**config.mk**
```make
export PLATFORM = sky130hd
export DESIGN_NAME = rail_pg_supervisor
export DESIGN_NICKNAME = d
export VERILOG_FILES = /design/src/rtl/rail_pg_pkg.sv /design/src/rtl/pg_rail_qual.sv /design/src/rtl/pg_start_watchdog.sv /design/src/rtl/pg_reset_timer.sv /design/src/rtl/rail_pg_supervisor.sv
export SDC_FILE = /design/constraint.sdc
export NUM_CORES = 1
export LEC_CHECK = 0
export BUFFER_PORTS_ARGS = -buffer_cell sky130_fd_sc_hd__clkbuf_2
export CAP_MARGIN = 20
export CORE_MARGIN = 5
export CORE_UTILIZATION = 59
export DETAILED_ROUTE_END_ITERATION = 8
export PLACE_DENSITY = 0.78
export SYNTH_ARGS = -nofsm -noshare
export SYNTH_HDL_FRONTEND = slang
export SYNTH_SLANG_ARGS = --single-unit
```
**constraint.sdc**
```tcl
create_clock -name clk -period 2.38 [get_ports clk]
set_input_delay 0.476 -clock clk [delete_from_list [all_inputs] [get_ports clk]]
set_output_delay 0.476 -clock clk [all_outputs]
set_load 0.005 [all_outputs]
```
**src/rtl/rail_pg_pkg.sv**
```systemverilog
package rail_pg_pkg;

  // Counter width able to hold the value lim.
  function automatic int cnt_w(input int unsigned lim);
    return (lim < 2) ? 1 : $clog2(lim + 1);
  endfunction

  // True when an event lands on the final step of a lim-step count.
  function automatic logic last_step(input logic ev, input int unsigned cnt,
                                     input int unsigned lim);
    return ev && ((cnt + 1) >= lim);
  endfunction

endpackage

```
**src/rtl/pg_rail_qual.sv**
```systemverilog
module pg_rail_qual
  import rail_pg_pkg::*;
#(
  parameter int unsigned DGL_MS = 11
) (
  input  logic clk,
  input  logic rst_n,
  input  logic enable,
  input  logic ms_tick,
  input  logic above_ok,
  input  logic below_bad,
  output logic qualified,
  output logic ever_up
);
  localparam int W = cnt_w(DGL_MS);

  logic [W-1:0] cnt;
  logic         watch;
  logic         flip;

  // The flag that could move the current state.
  assign watch = qualified ? below_bad : above_ok;
  assign flip  = last_step(ms_tick && watch, 32'(cnt), DGL_MS);

  always_ff @(posedge clk) begin
    if (!rst_n || !enable) begin
      cnt       <= '0;
      qualified <= 1'b0;
      ever_up   <= 1'b0;
    end else begin
      if (!watch) begin
        cnt <= '0;
      end else if (flip) begin
        cnt       <= '0;
        qualified <= ~qualified;
        if (!qualified) ever_up <= 1'b1;
      end else if (ms_tick) begin
        cnt <= cnt + 1'b1;
      end
    end
  end
endmodule

```
**src/rtl/pg_start_watchdog.sv**
```systemverilog
module pg_start_watchdog
  import rail_pg_pkg::*;
#(
  parameter int unsigned N_RAILS = 3,
  parameter int unsigned WDOG_MS = 11
) (
  input  logic               clk,
  input  logic               rst_n,
  input  logic               enable,
  input  logic               ms_tick,
  input  logic [N_RAILS-1:0] above_ok,
  output logic [N_RAILS-1:0] fail,
  output logic               expire
);
  localparam int W = cnt_w(WDOG_MS);

  logic [W-1:0]       cnt;
  logic [N_RAILS-1:0] seen;
  logic               done;

  assign expire = !done && last_step(ms_tick, 32'(cnt), WDOG_MS);

  always_ff @(posedge clk) begin
    if (!rst_n || !enable) begin
      cnt  <= '0;
      seen <= '0;
      done <= 1'b0;
      fail <= '0;
    end else begin
      seen <= seen | above_ok;
      if (expire) begin
        done <= 1'b1;
        fail <= ~(seen | above_ok);
      end else if (!done && ms_tick) begin
        cnt <= cnt + 1'b1;
      end
    end
  end
endmodule

```
**src/rtl/pg_reset_timer.sv**
```systemverilog
module pg_reset_timer
  import rail_pg_pkg::*;
#(
  parameter int unsigned RST_MS = 100
) (
  input  logic clk,
  input  logic rst_n,
  input  logic enable,
  input  logic ms_tick,
  input  logic run,
  output logic done
);
  localparam int W = cnt_w(RST_MS);

  logic [W-1:0] cnt;

  assign done = (32'(cnt) == RST_MS);

  always_ff @(posedge clk) begin
    if (!rst_n || !enable || !run) begin
      cnt <= '0;
    end else if (ms_tick && !done) begin
      cnt <= cnt + 1'b1;
    end
  end
endmodule

```
**src/rtl/rail_pg_supervisor.sv**
```systemverilog
module rail_pg_supervisor
  import rail_pg_pkg::*;
#(
  parameter int unsigned N_RAILS     = 3,
  parameter int unsigned DGL_MS      = 11,
  parameter int unsigned RST_MS      = 100,
  parameter int unsigned WDOG_MS     = 11,
  parameter int unsigned REF_A       = 0,
  parameter int unsigned REF_B       = 2,
  parameter bit          ACTIVE_HIGH = 1'b1
) (
  input  logic               clk,
  input  logic               rst_n,
  input  logic               ms_tick,
  input  logic               rails_en,
  input  logic [N_RAILS-1:0] above_rise,
  input  logic [N_RAILS-1:0] below_fall,
  output logic               pgood,
  output logic [N_RAILS-1:0] start_fail
);
  // Named internal events, brought out for the checker.
  logic [N_RAILS-1:0] rail_ok;
  logic [N_RAILS-1:0] rail_seen;
  logic               all_ok;
  logic               seq_done;
  logic               fault;
  logic               tmr_run;
  logic               tmr_done;
  logic               wd_expired;
  logic               pg_int;
  logic               pg_q;

  for (genvar i = 0; i < N_RAILS; i++) begin : g_qual
    pg_rail_qual #(.DGL_MS(DGL_MS)) u_qual (
      .clk       (clk),
      .rst_n     (rst_n),
      .enable    (rails_en),
      .ms_tick   (ms_tick),
      .above_ok  (above_rise[i]),
      .below_bad (below_fall[i]),
      .qualified (rail_ok[i]),
      .ever_up   (rail_seen[i])
    );
  end

  assign all_ok   = &rail_ok;
  assign seq_done = &rail_seen;
  assign fault    = |(rail_seen & ~rail_ok);
  assign tmr_run  = rail_ok[REF_A] && rail_ok[REF_B] && !fault;

  pg_reset_timer #(.RST_MS(RST_MS)) u_tmr (
    .clk     (clk),
    .rst_n   (rst_n),
    .enable  (rails_en),
    .ms_tick (ms_tick),
    .run     (tmr_run),
    .done    (tmr_done)
  );

  pg_start_watchdog #(.N_RAILS(N_RAILS), .WDOG_MS(WDOG_MS)) u_wd (
    .clk      (clk),
    .rst_n    (rst_n),
    .enable   (rails_en),
    .ms_tick  (ms_tick),
    .above_ok (above_rise),
    .fail     (start_fail),
    .expire   (wd_expired)
  );

  assign pg_int = all_ok && seq_done && tmr_done;

  always_ff @(posedge clk) begin
    if (!rst_n) pg_q <= 1'b0;
    else        pg_q <= rails_en && pg_int;
  end

  if (ACTIVE_HIGH) begin : g_pol_hi
    assign pgood = pg_q;
  end else begin : g_pol_lo
    assign pgood = ~pg_q;
  end
endmodule

```
==> results_dict.tcl <==
set metrics [dict create \
    ys_seq_elements 37 \
    ctsHoldBuffers 0 \
    synth_nets 243 \
    antenna_found_initial 0 \
    start_kind "flip-flop" \
    synthMuxAreaShare 0.0110 \
    worstMarginPinSlew_ns 0.537 \
    grt_max_degree 18 \
    synth_top_family_by_area "simple AND/OR/NAND/NOR gates" \
    cellLeakagePower_nw 0.738 \
    drt-wirelength-per-cell_um 13.4 \
    hpwl_um 2850 \
    use_met2 0.334 \
    grtUsageMet3 0.0433 \
    cts_tree "yes" \
    yosysMostFrequentCell "dfxtp_1" \
    die_area_um2 4520 \
    clk_path_buf_depth 2 \
    cts_resized 0 \
    viasPerCell 6.05 \
    cpMaxStageDelayCell "dfxtp_1" \
    post_cts_buffers 0 \
    path_cells "ha_1 > o21ai_0 > and2_1 > o41ai_1 > a21oi_1" \
    cts_buffers 5 \
    synthTopCellsByCount "37 x dfxtp_1, 22 x nor2_1, 19 x nand2_1" \
    seqCellArea_um2 741 \
    relSlewSlack 0.641 \
    fill_cells 287 \
    synth_ff_type "dfxtp_1" \
    ys_seq_area_frac 0.383 \
    start_util 0.623 \
    period_share 0.787 \
    area_growth_pct 7.77 \
    clockRootBuffer "clkbuf_4" \
    yosysUniqueCellTypes 49 \
    synthAdderAreaFrac 0.0648 \
    powerDensity_nw_per_um2 496 \
    fin_skew_ns 0.00551 \
    synth_compound_area_frac 0.174 \
    hold_class "input pin to flip-flop" \
    rows 20 \
    report.final.slew_viol_count 0 \
    grt_overflow_total 0 \
    fmax_ghz 0.534 \
    grt_pass1_wl_um 6810 \
    synth_edf_count 0 \
    cts_sinks 37 \
    grt.total_usage 0.193 \
    drv_cap 0 \
    grt_pass1_vias 1631 \
    vias 1700 \
    yosysTopAreaCellShare 0.383 \
    tns_ns 0 \
    die_y_um 67.2 \
    async_reset_ff_frac 0 \
    irDropWorstVdd_mv 0.322 \
    yosys.area_share.simple 0.286 \
    power_w 0.00103 \
    grt-busiest-layer "met2" \
    cp-end-kind "flip-flop" \
    finalSetupViolations 0 \
    ys_warn_count 0 \
    hold_viol_final 0 \
    crit_type "flip-flop to flip-flop" \
    cp.required_ns 2.58 \
    clock_latency_ns 0.33 \
    drt-pass1-iter-count 4 \
    critPathArrivalTime_ns 2.07 \
    syn_area_per_cell_um2 8.66 \
    status "finished, final reports clean" \
    synth_area_leader_cell "dfxtp_1" \
    fp.dieW_um 67.2 \
    drc 0 \
    drive_above_1_share 0.131 \
    antenna_left 0 \
    place_congestion 0.858 \
    antennaDiodeCount 0 \
    synth_area_leaders "dfxtp_1 38%, ha_1 6.5%, nor2_1 4.3%" \
    finalCriticalPeriod_ns 1.87 \
    syn_area_um2 1930 \
    io_pins 14 \
    clk_pin_slew_ns 0.10 \
    htree_levels 2 \
    rsz0062_at_grt "no" \
    path_buf_inv 0 \
    synth_xor_area_frac 0.0453 \
    port_buffers 13 \
    cp_max_fo 10 \
    path_delay_family "compound AO/OA/AOI/OAI gates" \
    use_met1 0.231 \
    nNetsFinal 257 \
    slowest_delay_ns 0.52 \
    core_region_area_um2 3100 \
    postSynthCellCount 223 \
    drt_iter0_markers 131 \
    drt_wl_total_um 3760 \
    multi_input_area_um2 1120 \
]
[where the power goes]
part	switching (W)	total, W	internal [W]
combinational	0.0000418	0.0000685	0.0000266
sequential	0.00000816	0.000634	0.000625
clock	0.000190	0.000330	0.000140
[stage by stage]
stage	std cells	worst slack, ns	area [µm²]	hold slack (ns)	utilization
global route	281	0.291	2080	0.427	0.671
global placement	274	0.605	2030	0.438	0.653
floorplan	223	0.685	1930	0.422	-
finish	281	0.506	2080	0.404	0.671
detailed placement	274	0.544	2030	0.447	0.653
CTS	281	0.533	2080	0.399	0.671
[worst paths after layout]
path	end	cells past startpoint	start	slack, ns
worst max register to register	u_wd.fail[0]	5	u_wd.cnt[0]	0.51
worst min-delay path	u_wd.seen[0]	3	above_rise[0]	0.40
worst max-delay path	u_wd.fail[0]	5	u_wd.cnt[0]	0.51
worst min register to register	g_qual[0].u_qual.ever_up	2	g_qual[0].u_qual.ever_up	0.46
[area by class of cell]
class                           count  area share
Sequential cell                    37       0.356
Inverter                           10      0.0180
Clock buffer                        7      0.0264
Timing Repair Buffer               14      0.0349
Multi-Input combinational cell    169       0.538
Tap cell                           44      0.0264
[worst min-delay path, delay by kind of cell]
family / cells / cell delay [ns]
buffers and inverters: 1 / 0.09
and+or+nand+nor: 2 / 0.12
[placed cells by master (no fill, tap or decap), drive strengths merged, types with 3 or more instances in the layout]
cell type / n
nand3: 8
o21ai: 8
o41ai: 3
nor2b: 3
nor2: 22
nand2: 19
nand4: 11
or2: 3
ha: 10
nor4: 3
dfxtp: 37
a31oi: 5
clkbuf: 20
nand2b: 9
xor2: 6
nor3b: 4
xnor2: 4
a21oi: 12
inv: 10
nor3: 4
[sequential cells by signal, indices dropped and copies added, names as in the netlist]
name and count:
g_qual.u_qual.cnt 12, u_tmr.cnt 7, u_wd.cnt 4, g_qual.u_qual.ever_up 3
g_qual.u_qual.qualified 3, u_wd.fail 3, u_wd.seen 3, pgood 1
u_wd.done 1
[metal layers]
layer  wire [µm]  vias to the layer above  part of all wire
met1        1700                      804              0.45
li1            -                      849                 -
met2        1790                       41              0.48
met3         237                        6             0.063
met5           0                        -                 0
met4          34                        0            0.0090
[cells by family (layout without fill, tap and decap cells)]
family          after synthesis  after routing
compound gates               46             46
buf+inv                      17             31
simple gates                101            101
flops                        37             37
mux                           2              2
xor+xnor                     10             10
fa+ha+maj                    10             10
Note: power is estimated with default switching activity, not from simulation.
